**config.mk**
```make
export PLATFORM = sky130hd
export DESIGN_NAME = sram_burst_reader
export DESIGN_NICKNAME = d
export VERILOG_FILES = /design/src/rtl/sram_rd_pkg.sv /design/src/rtl/sram_step_ctr.sv /design/src/rtl/sram_hdr_sel.sv /design/src/rtl/sram_burst_reader.sv
export SDC_FILE = /design/constraint.sdc
export NUM_CORES = 1
export LEC_CHECK = 0
export ABC_AREA = 1
export BUFFER_PORTS_ARGS = -buffer_cell sky130_fd_sc_hd__buf_2
export CAP_MARGIN = 0
export CORE_ASPECT_RATIO = 1.75
export CORE_MARGIN = 4
export CORE_UTILIZATION = 54
export DETAILED_ROUTE_END_ITERATION = 12
export PLACE_DENSITY = 0.79
export SKIP_LAST_GASP = 1
export SYNTH_ARGS = -nofsm -noshare
export SYNTH_HDL_FRONTEND = slang
export SYNTH_SLANG_ARGS = --single-unit
```
**constraint.sdc**
```tcl
create_clock -name clk -period 4.86 [get_ports clk]
set_clock_uncertainty 0.15 [all_clocks]
set_input_delay 0.243 -clock clk [delete_from_list [all_inputs] [get_ports clk]]
set_output_delay 0.243 -clock clk [all_outputs]
set_load 0.02 [all_outputs]
```
**src/rtl/sram_rd_pkg.sv**
```systemverilog
package sram_rd_pkg;

    localparam int ADDR_BYTES = 3;
    localparam int ADDR_BITS  = 8 * ADDR_BYTES;
    localparam int HDR_BYTES  = ADDR_BYTES + 1;

    localparam logic [7:0] CMD_READ  = 8'h03;
    localparam logic [7:0] CMD_WRITE = 8'h02;

    typedef enum logic [1:0] {
        OP_NONE  = 2'b00,
        OP_BURST = 2'b01,
        OP_RD1   = 2'b10,
        OP_WR1   = 2'b11
    } sram_op_e;

    typedef enum logic [2:0] {
        ST_IDLE  = 3'd0,
        ST_SETUP = 3'd1,
        ST_SEND  = 3'd2,
        ST_WAIT  = 3'd3,
        ST_DONE  = 3'd4
    } seq_st_e;

endpackage

```
**src/rtl/sram_step_ctr.sv**
```systemverilog
module sram_step_ctr #(
    parameter int W = 4
) (
    input  logic         clk,
    input  logic         rst_n,
    input  logic         clr,
    input  logic         inc,
    output logic [W-1:0] cnt
);

    logic [W-1:0] cnt_d;
    logic [W-1:0] cnt_q;

    always_comb begin
        cnt_d = cnt_q;
        if (clr) begin
            cnt_d = '0;
        end else if (inc) begin
            cnt_d = cnt_q + W'(1);
        end
    end

    always_ff @(posedge clk) begin
        if (!rst_n) begin
            cnt_q <= '0;
        end else begin
            cnt_q <= cnt_d;
        end
    end

    assign cnt = cnt_q;

endmodule

```
**src/rtl/sram_hdr_sel.sv**
```systemverilog
module sram_hdr_sel
    import sram_rd_pkg::*;
(
    input  sram_op_e                op,
    input  logic [ADDR_BITS-1:0]    addr,
    input  logic [1:0]              sel,
    output logic [7:0]              hdr_byte
);

    logic [7:0] lanes [HDR_BYTES];

    // Lane 0 carries the command, lanes 1..3 the address, most significant first.
    assign lanes[0] = (op == OP_WR1) ? CMD_WRITE : CMD_READ;

    generate
        for (genvar g = 1; g < HDR_BYTES; g++) begin : g_addr_lane
            assign lanes[g] = addr[ADDR_BITS-1-8*(g-1) -: 8];
        end
    endgenerate

    assign hdr_byte = lanes[sel];

endmodule

```
**src/rtl/sram_burst_reader.sv**
```systemverilog
module sram_burst_reader
    import sram_rd_pkg::*;
#(
    parameter int         MAX_LEN   = 1024,
    parameter int         SETUP_CYC = 2,
    parameter logic [7:0] DUMMY     = 8'h00,
    localparam int        LEN_W     = $clog2(MAX_LEN + 1),
    localparam int        BUF_AW    = $clog2(MAX_LEN)
) (
    input  logic              clk,
    input  logic              rst_n,
    input  logic              req_valid,
    input  logic [1:0]        req_op,
    input  logic [23:0]       req_addr,
    input  logic [LEN_W-1:0]  req_len,
    input  logic [7:0]        req_wdata,
    output logic              busy,
    output logic              done,
    output logic              cs_n,
    output logic              xfer_valid,
    output logic [7:0]        xfer_tx,
    input  logic              xfer_ready,
    input  logic              rx_valid,
    input  logic [7:0]        rx_data,
    output logic              buf_we,
    output logic [BUF_AW-1:0] buf_addr,
    output logic [7:0]        buf_wdata
);

    localparam int IDX_W = $clog2(MAX_LEN + HDR_BYTES + 1);
    localparam int SET_W = $clog2(SETUP_CYC + 1);

    typedef struct packed {
        seq_st_e              st;
        logic                 cs_n;
        sram_op_e             op;
        logic [ADDR_BITS-1:0] addr;
        logic [LEN_W-1:0]     len;
        logic [7:0]           wdata;
        logic                 buf_we;
        logic [BUF_AW-1:0]    buf_addr;
        logic [7:0]           buf_wdata;
    } seq_t;

    seq_t seq_d;
    seq_t seq_q;

    logic             idx_clr;
    logic             idx_inc;
    logic             set_clr;
    logic             set_inc;
    logic [IDX_W-1:0] idx;
    logic [SET_W-1:0] set_cnt;
    logic [7:0]       hdr_byte;

    sram_step_ctr #(.W(IDX_W)) i_idx_ctr (
        .clk   (clk),
        .rst_n (rst_n),
        .clr   (idx_clr),
        .inc   (idx_inc),
        .cnt   (idx)
    );

    sram_step_ctr #(.W(SET_W)) i_setup_ctr (
        .clk   (clk),
        .rst_n (rst_n),
        .clr   (set_clr),
        .inc   (set_inc),
        .cnt   (set_cnt)
    );

    sram_hdr_sel i_hdr_sel (
        .op       (seq_q.op),
        .addr     (seq_q.addr),
        .sel      (idx[1:0]),
        .hdr_byte (hdr_byte)
    );

    // Request qualification
    sram_op_e op_in;
    logic     len_bad;
    logic     req_ok;

    assign op_in   = sram_op_e'(req_op);
    assign len_bad = (req_len == '0) || (req_len > LEN_W'(MAX_LEN));
    assign req_ok  = req_valid && (op_in != OP_NONE) && !((op_in == OP_BURST) && len_bad);

    // Position bookkeeping
    logic             in_data;
    logic [IDX_W-1:0] data_idx;
    logic [IDX_W-1:0] payload;
    logic [IDX_W-1:0] last_idx;

    assign in_data  = idx >= IDX_W'(HDR_BYTES);
    assign data_idx = idx - IDX_W'(HDR_BYTES);
    assign payload  = (seq_q.op == OP_BURST) ? IDX_W'(seq_q.len) : IDX_W'(1);
    assign last_idx = payload + IDX_W'(HDR_BYTES - 1);

    always_comb begin
        seq_d        = seq_q;
        seq_d.buf_we = 1'b0;
        idx_clr      = 1'b0;
        idx_inc      = 1'b0;
        set_clr      = 1'b0;
        set_inc      = 1'b0;
        case (seq_q.st)
            ST_IDLE: begin
                if (req_ok) begin
                    seq_d.st    = ST_SETUP;
                    seq_d.cs_n  = 1'b0;
                    seq_d.op    = op_in;
                    seq_d.addr  = req_addr;
                    seq_d.len   = req_len;
                    seq_d.wdata = req_wdata;
                    idx_clr     = 1'b1;
                    set_clr     = 1'b1;
                end
            end
            ST_SETUP: begin
                if (set_cnt == SET_W'(SETUP_CYC - 1)) begin
                    seq_d.st = ST_SEND;
                end else begin
                    set_inc = 1'b1;
                end
            end
            ST_SEND: begin
                if (xfer_ready) begin
                    seq_d.st = ST_WAIT;
                end
            end
            ST_WAIT: begin
                if (rx_valid) begin
                    if (in_data && (seq_q.op != OP_WR1)) begin
                        seq_d.buf_we    = 1'b1;
                        seq_d.buf_addr  = data_idx[BUF_AW-1:0];
                        seq_d.buf_wdata = rx_data;
                    end
                    if (idx == last_idx) begin
                        seq_d.st = ST_DONE;
                    end else begin
                        idx_inc  = 1'b1;
                        seq_d.st = ST_SEND;
                    end
                end
            end
            ST_DONE: begin
                seq_d.st   = ST_IDLE;
                seq_d.cs_n = 1'b1;
            end
            default: begin
                seq_d.st   = ST_IDLE;
                seq_d.cs_n = 1'b1;
            end
        endcase
    end

    always_ff @(posedge clk) begin
        if (!rst_n) begin
            seq_q      <= '0;
            seq_q.cs_n <= 1'b1;
        end else begin
            seq_q <= seq_d;
        end
    end

    assign busy       = seq_q.st != ST_IDLE;
    assign done       = seq_q.st == ST_DONE;
    assign cs_n       = seq_q.cs_n;
    assign xfer_valid = seq_q.st == ST_SEND;
    assign xfer_tx    = !in_data ? hdr_byte :
                        (seq_q.op == OP_WR1) ? seq_q.wdata : DUMMY;
    assign buf_we     = seq_q.buf_we;
    assign buf_addr   = seq_q.buf_addr;
    assign buf_wdata  = seq_q.buf_wdata;

    AST_CS_COVERS_XFER: assert property (@(posedge clk) disable iff (!rst_n)
        xfer_valid |-> !cs_n);
    AST_SETUP_GAP: assert property (@(posedge clk) disable iff (!rst_n)
        $fell(cs_n) |-> !xfer_valid);
    AST_TX_HOLD: assert property (@(posedge clk) disable iff (!rst_n)
        (xfer_valid && !xfer_ready) |=> (xfer_valid && $stable(xfer_tx)));
    AST_DONE_PULSE: assert property (@(posedge clk) disable iff (!rst_n)
        done |=> (!done && cs_n && !busy));
    AST_CS_RELEASE: assert property (@(posedge clk) disable iff (!rst_n)
        $rose(cs_n) |-> $past(done));
    AST_WE_IN_FRAME: assert property (@(posedge clk) disable iff (!rst_n)
        buf_we |-> !cs_n);
    AST_IDLE_QUIET: assert property (@(posedge clk) disable iff (!rst_n)
        cs_n |-> (!xfer_valid && !buf_we && !done));

endmodule

```
Yosys cells after proc, flatten, opt, wreduce, memory -nomap -nowiden
Index checks and enable logic that the tools add are counted.
{"block": "classes", "add_sub_neg": 4, "n_lt_le_gt_ge": 3, "n_eq_ne": 14, "mux": 22, "bitwise": 3, "n_reduce_logical": 17}
{"operator": "49-bit two-way mux", "n": 1}
{"operator": "8-bit two-way mux", "n": 4}
{"operator": "19-bit two-way mux", "n": 1}
{"operator": "8-bit binary-select mux with 2-bit select", "n": 1}
{"operator": "3-bit two-way mux", "n": 4}
{"operator": "3-bit one-hot mux with 4 select lines", "n": 1}
{"operator": "11-bit by 1-bit adder with 11-bit output (second input constant)", "n": 1}
{"operator": "11-bit by 2-bit adder with 11-bit output (second input constant)", "n": 1}
{"operator": "11-bit == test", "n": 1}
{"operator": "11-bit by 3-bit greater-or-equal comparator with 1-bit output (second input constant)", "n": 1}
{"operator": "11-bit greater-than comparator (second input constant)", "n": 1}
{"operator": "11-bit logical NOT", "n": 1}
{"operator": "11-bit two-way mux", "n": 1}
{"operator": "10-bit by 3-bit subtractor with 10-bit output (second input constant)", "n": 1}
{"operator": "1-bit two-way mux", "n": 8}
{"operator": "2-bit != test (second input constant)", "n": 4}
{"operator": "2-bit by 1-bit == test with 1-bit output (second input constant)", "n": 3}
{"operator": "3-bit by 2-bit == test with 1-bit output (second input constant)", "n": 2}
{"operator": "3-bit AND reduction", "n": 2}
{"operator": "1-bit logical AND", "n": 4}
{"operator": "2-bit AND reduction", "n": 2}
{"operator": "4-bit AND reduction", "n": 1}
{"operator": "3-bit by 1-bit == test with 1-bit output (second input constant)", "n": 1}
{"operator": "3-bit == test (second input constant)", "n": 1}
{"operator": "14 further kinds", "n": 15}
{"block": "word_totals", "ff_bits": 81, "in_bits": 58, "output_inout_bits": 31, "word_cells": 74}

Longest topological paths before layout
{"block": "logic_depth", "ltp_word": 8, "mapped_depth": 17, "ltp_nobuf": 17}

Modules after synthesis
Synthesis repeated with hierarchy kept, for this count alone.
{"block": "unflattened", "cells_unflattened": 674, "area_unflattened_um2": 4519.3}
{"module": "sram_burst_reader", "n_inst": 1, "cells_each": 518, "area_each_um2": 3594.7, "seq_area_each_um2": 1361.3}
{"module": "sram_step_ctr at i_idx_ctr", "n_inst": 1, "cells_each": 76, "area_each_um2": 529.3, "seq_area_each_um2": 220.2}
{"module": "sram_hdr_sel", "n_inst": 1, "cells_each": 65, "area_each_um2": 294.0, "seq_area_each_um2": 0.0}
{"module": "sram_step_ctr at i_setup_ctr", "n_inst": 1, "cells_each": 15, "area_each_um2": 101.3, "seq_area_each_um2": 40.0}

Least setup slack after synthesis
OpenSTA, ideal clock, no wires.
{"block": "synth_path", "path_type": "reg-to-output", "startpoint": "register i_idx_ctr.cnt_q[4], in the netlist i_idx_ctr.cnt[4]", "endpoint": "output port xfer_tx[5]", "arrival_time_ns": 1.816, "t_required_ns": 4.467, "slack_ns": 2.651, "stages_incl_launch_ff": 10, "n_path_buf": 2, "cell_sequence": "dfxtp_1 > buf_6 > inv_2 > nand3_2 > nor3_2 > nand3_2 > nor2_2 > nand3_2 > clkbuf_1 > o21ai_0"}
{"block": "synth_via", "elab_chain_cells": 2}
{"element": "from (decl)", "line": "sram_step_ctr.sv:12", "text": "logic [W-1:0] cnt_q;"}
{"element": "from (signal assigned)", "line": "sram_step_ctr.sv:27", "text": "cnt_q <= cnt_d;"}
{"element": "11-bit by 3-bit greater-or-equal comparator with 1-bit output", "line": "sram_burst_reader.sv:94", "text": "assign in_data = idx >= IDX_W'(HDR_BYTES);"}
{"element": "8-bit two-way mux", "line": "sram_burst_reader.sv:170", "text": "assign xfer_tx = !in_data ? hdr_byte :"}
{"element": "to (decl)", "line": "sram_burst_reader.sv:21", "text": "output logic [7:0] xfer_tx,"}
Every way passes these cells.

Final worst setup path
{"block": "layout_path", "startpoint": "register i_idx_ctr.cnt_q[0], in the netlist i_idx_ctr.cnt[0]", "endpoint": "output port xfer_tx[2]"}
{"block": "layout_via", "elab_chain_cells": 5, "elab_cells_between_ends": 6, "classes_between": "order compare (1); mux (4); bitwise (1)"}
{"element": "branches (longest 4 deep; another with 11-bit by 3-bit greater-or-equal comparator with 1-bit output)"}
{"element": "8-bit two-way mux (*)", "line": "sram_burst_reader.sv:170"}
Mark *: on every way between the ends. The select of a mux whose other input is x is not followed.

==> reports/summary.txt <==
GRT Util Overall: 23.11%
Dpl cells: 754
Delay-heaviest family, CP: flip-flops
Final Non-Filler Cells: 773
Met2 usage: 42.68%
Largest net degree at the start of global routing: 69
Post-synthesis sequential area ratio: 37.05%
Cell row count: 43
Number of global-route vias before repair: 4017
Max Slew Vio Count: 0
Vias: 4174
Post-synth cell types: 40
Final wirelength: 11.12 mm
Fillers: 735
Maximum clock rate: 297.9 MHz
Initial Util: 55.34%
Synthesized net count: 687
Max rail drop VDD: 0.3236 mV
Worst slew pin tran: 0.9008 ns
Diodes inserted: 0
Setup TNS: 0 ns
Hold_sp: rx_data[4]
CTS HTree Levels: 3
Final worst-path cycle share: 69.08%
Die ar.: 9666 sq um
YS warnings: 0
Power density cells: 396.2 nW/um^2
TritonCTS Buffers: 9
WP data required: 4.47 ns
Chip width: 76.06 microns
R2r endpoint: buf_addr[0]$_SDFFE_PN0P_
CP Buf/Inv Count: 2
Grt met1 use: 22.65%
Routing usage on met3: 5.571%
GRT overflow: 0
Arrival time worst endpoint: 2.96 ns
I/O pins: 89
Share of layout cells above drive strength 1: 19.62%
WS Path Type: reg -> out
Core Box Area: 7909 sq um
Mean routed wirelength per cell: 14.39 microns
FF-to-FF Start: i_idx_ctr.cnt[0]$_SDFFE_PP0P_
R2r setup slk: 1.71 ns
Clk root buf: clkbuf_16
Final Wtd Congestion: 0.8987
Clk_lat worst skew: 0.34 ns
Area delta synth->final: 13.95%
First-pass GRT wire length: 18.02 mm
Clock sinks: 81
Avg Inst Size Synth: 7.036 sq um
Ys async rst share: 0%
Post-DRT Antenna Nets: 0
RSZ-0062 raised after global routing: no
Main synth FF type: dfxtp_1
Crit. End Element: output pin
Gate Count Post-Synth: 622
Footprint of the multi-input gates: 2157 sq um
Number of port buffers: 88
Max stage delay on crit path: 0.80 ns
Register-to-Register Path Depth: 8
CTS tree: yes
Initial antenna violation count: 0
Cell breakdown of the critical path: clkinv_1 > ha_1 > nand3_1 > nand3_2 > o21ai_0 > buf_2
Register area: 1622 sq um
DR pass1 iterations: 5
Worst-path maximum fanout: 23
Most frequent cells in the layout: buf_2, dfxtp_1, inv_1, nand2_1, o21ai_0
Clock transition at path regs: 0.06 ns
Gr busiest metal: met2
Number of max-cap violations: 0
Vias per cell: 5.400
Setup crit start kind: flop
Min cycle time layout: 3.357 ns
P_leak: 2.216 nW
Cts repair resizes: 0
Clk buf depth: 2
Hold path cells: 3
Drc violations: 0
Most common cell after layout, fill and taps aside: buf_2
Die height: 127.1 microns
Result of the run: completed
Setup-failing EPs final: 0
Max transition margin: 39.95%
Hold Path Class: in -> reg
#FFs+latches synth: 81
End of the worst hold path: buf_wdata[4]$_SDFFE_PN0P_
Final Hold Fails: 0
Initial DRC Count: 226
Number of flops mapped to enable cells by yosys: 0
Syn Std Cell Area: 4377 sq um
CP startpoint: i_idx_ctr.cnt[0]$_SDFFE_PP0P_
Fin nets: 743
CP max-delay cell: dfxtp_1
DP HPWL: 8.192 mm
[final cells by class]
| class | count | share of cell area (%) |
|---|---|---|
| multi-input cells | 408 | 43.25 |
| repair buffers | 92 | 9.584 |
| flip-flops and latches | 81 | 32.51 |
| clock buffers | 13 | 5.419 |
| well taps | 90 | 2.258 |
| inverters | 86 | 6.523 |
| clock inverters | 3 | 0.4516 |
[registers in the layout, summed over array words and instances, names as in the netlist]
register / cells
cs_n: 1
i_idx_ctr.cnt: 11
buf_we: 1
buf_addr: 10
seq_q: 48
buf_wdata: 8
i_setup_ctr.cnt: 2
[metrics by stage]
step	worst slack (ns)	utilization, %	instance area, sq um	hold slack, ns	power (mW)
floorplan	2.651	-	4377	0.2405	1.196
detailed placement	1.737	58.98	4664	0.2906	1.322
global route	1.300	63.06	4987	0.03195	2.092
CTS	1.536	63.06	4987	0.007329	1.986
finish	1.503	63.06	4987	0.01006	1.976
global placement	1.750	58.98	4664	0.2839	1.303
[where the power goes]
group	internal [mW]	switching, mW
registers	0.767	0.0866
clock network	0.390	0.274
logic	0.154	0.305
total	1.31	0.665
[what timing repair did]
action | 4_1_cts | 5_1_grt
hold buffers | 3 | 0
setup buffers | 0 | 0
endpoints found under the hold margin | 3 | 0
[routing by layer]
| layer | wire, microns | up-vias | share of wire, % |
|---|---|---|---|
| met2 | 5939 | 148 | 53 |
| li1 | - | 2124 | - |
| met5 | 0 | - | 0 |
| met3 | 599 | 34 | 5.4 |
| met4 | 544 | 0 | 4.9 |
| met1 | 4041 | 1868 | 36 |
[worst max-delay path by stage]
stage,to,depth (start not counted)
2_1_floorplan,xfer_tx[5],9
3_3_place_gp,buf_addr[6]$_SDFFE_PN0P_,8
3_5_place_dp,buf_addr[0]$_SDFFE_PN0P_,8
4_1_cts,xfer_tx[4],6
5_1_grt,xfer_tx[1],6
6_report,xfer_tx[2],6
[synthesized netlist by cell type (7+ instances only)]
master / n / area (sq um)
buf_4: 18 / 135.1
a21oi_1: 68 / 340.3
a22oi_1: 7 / 52.55
dfxtp_1: 81 / 1622
clkbuf_1: 19 / 71.32
xor2_1: 18 / 157.7
inv_1: 80 / 300.3
nor2_1: 56 / 210.2
o21ai_0: 77 / 385.4
nor2_2: 7 / 43.79
ha_1: 7 / 87.58
nand3_1: 45 / 225.2
nand2_1: 80 / 300.3
[cell families after synthesis]
| logic type | synth area share, % |
|---|---|
| simple gates | 23.64 |
| xor+xnor | 3.802 |
| fa+ha+maj | 2.001 |
| flops | 37.05 |
| compound gates | 19.73 |
| buf+inv | 13.78 |
[worst register-to-register path: stages (launching register included)]
cell and delay [ns]:
dfxtp_1 0.80, clkinv_1 0.51, ha_1 0.36, nand3_1 0.10, nand3_2 0.29, nand2_2 0.32
inv_2 0.22, o21ai_0 0.23, a21oi_1 0.05
(Power assumes the default switching activity.)
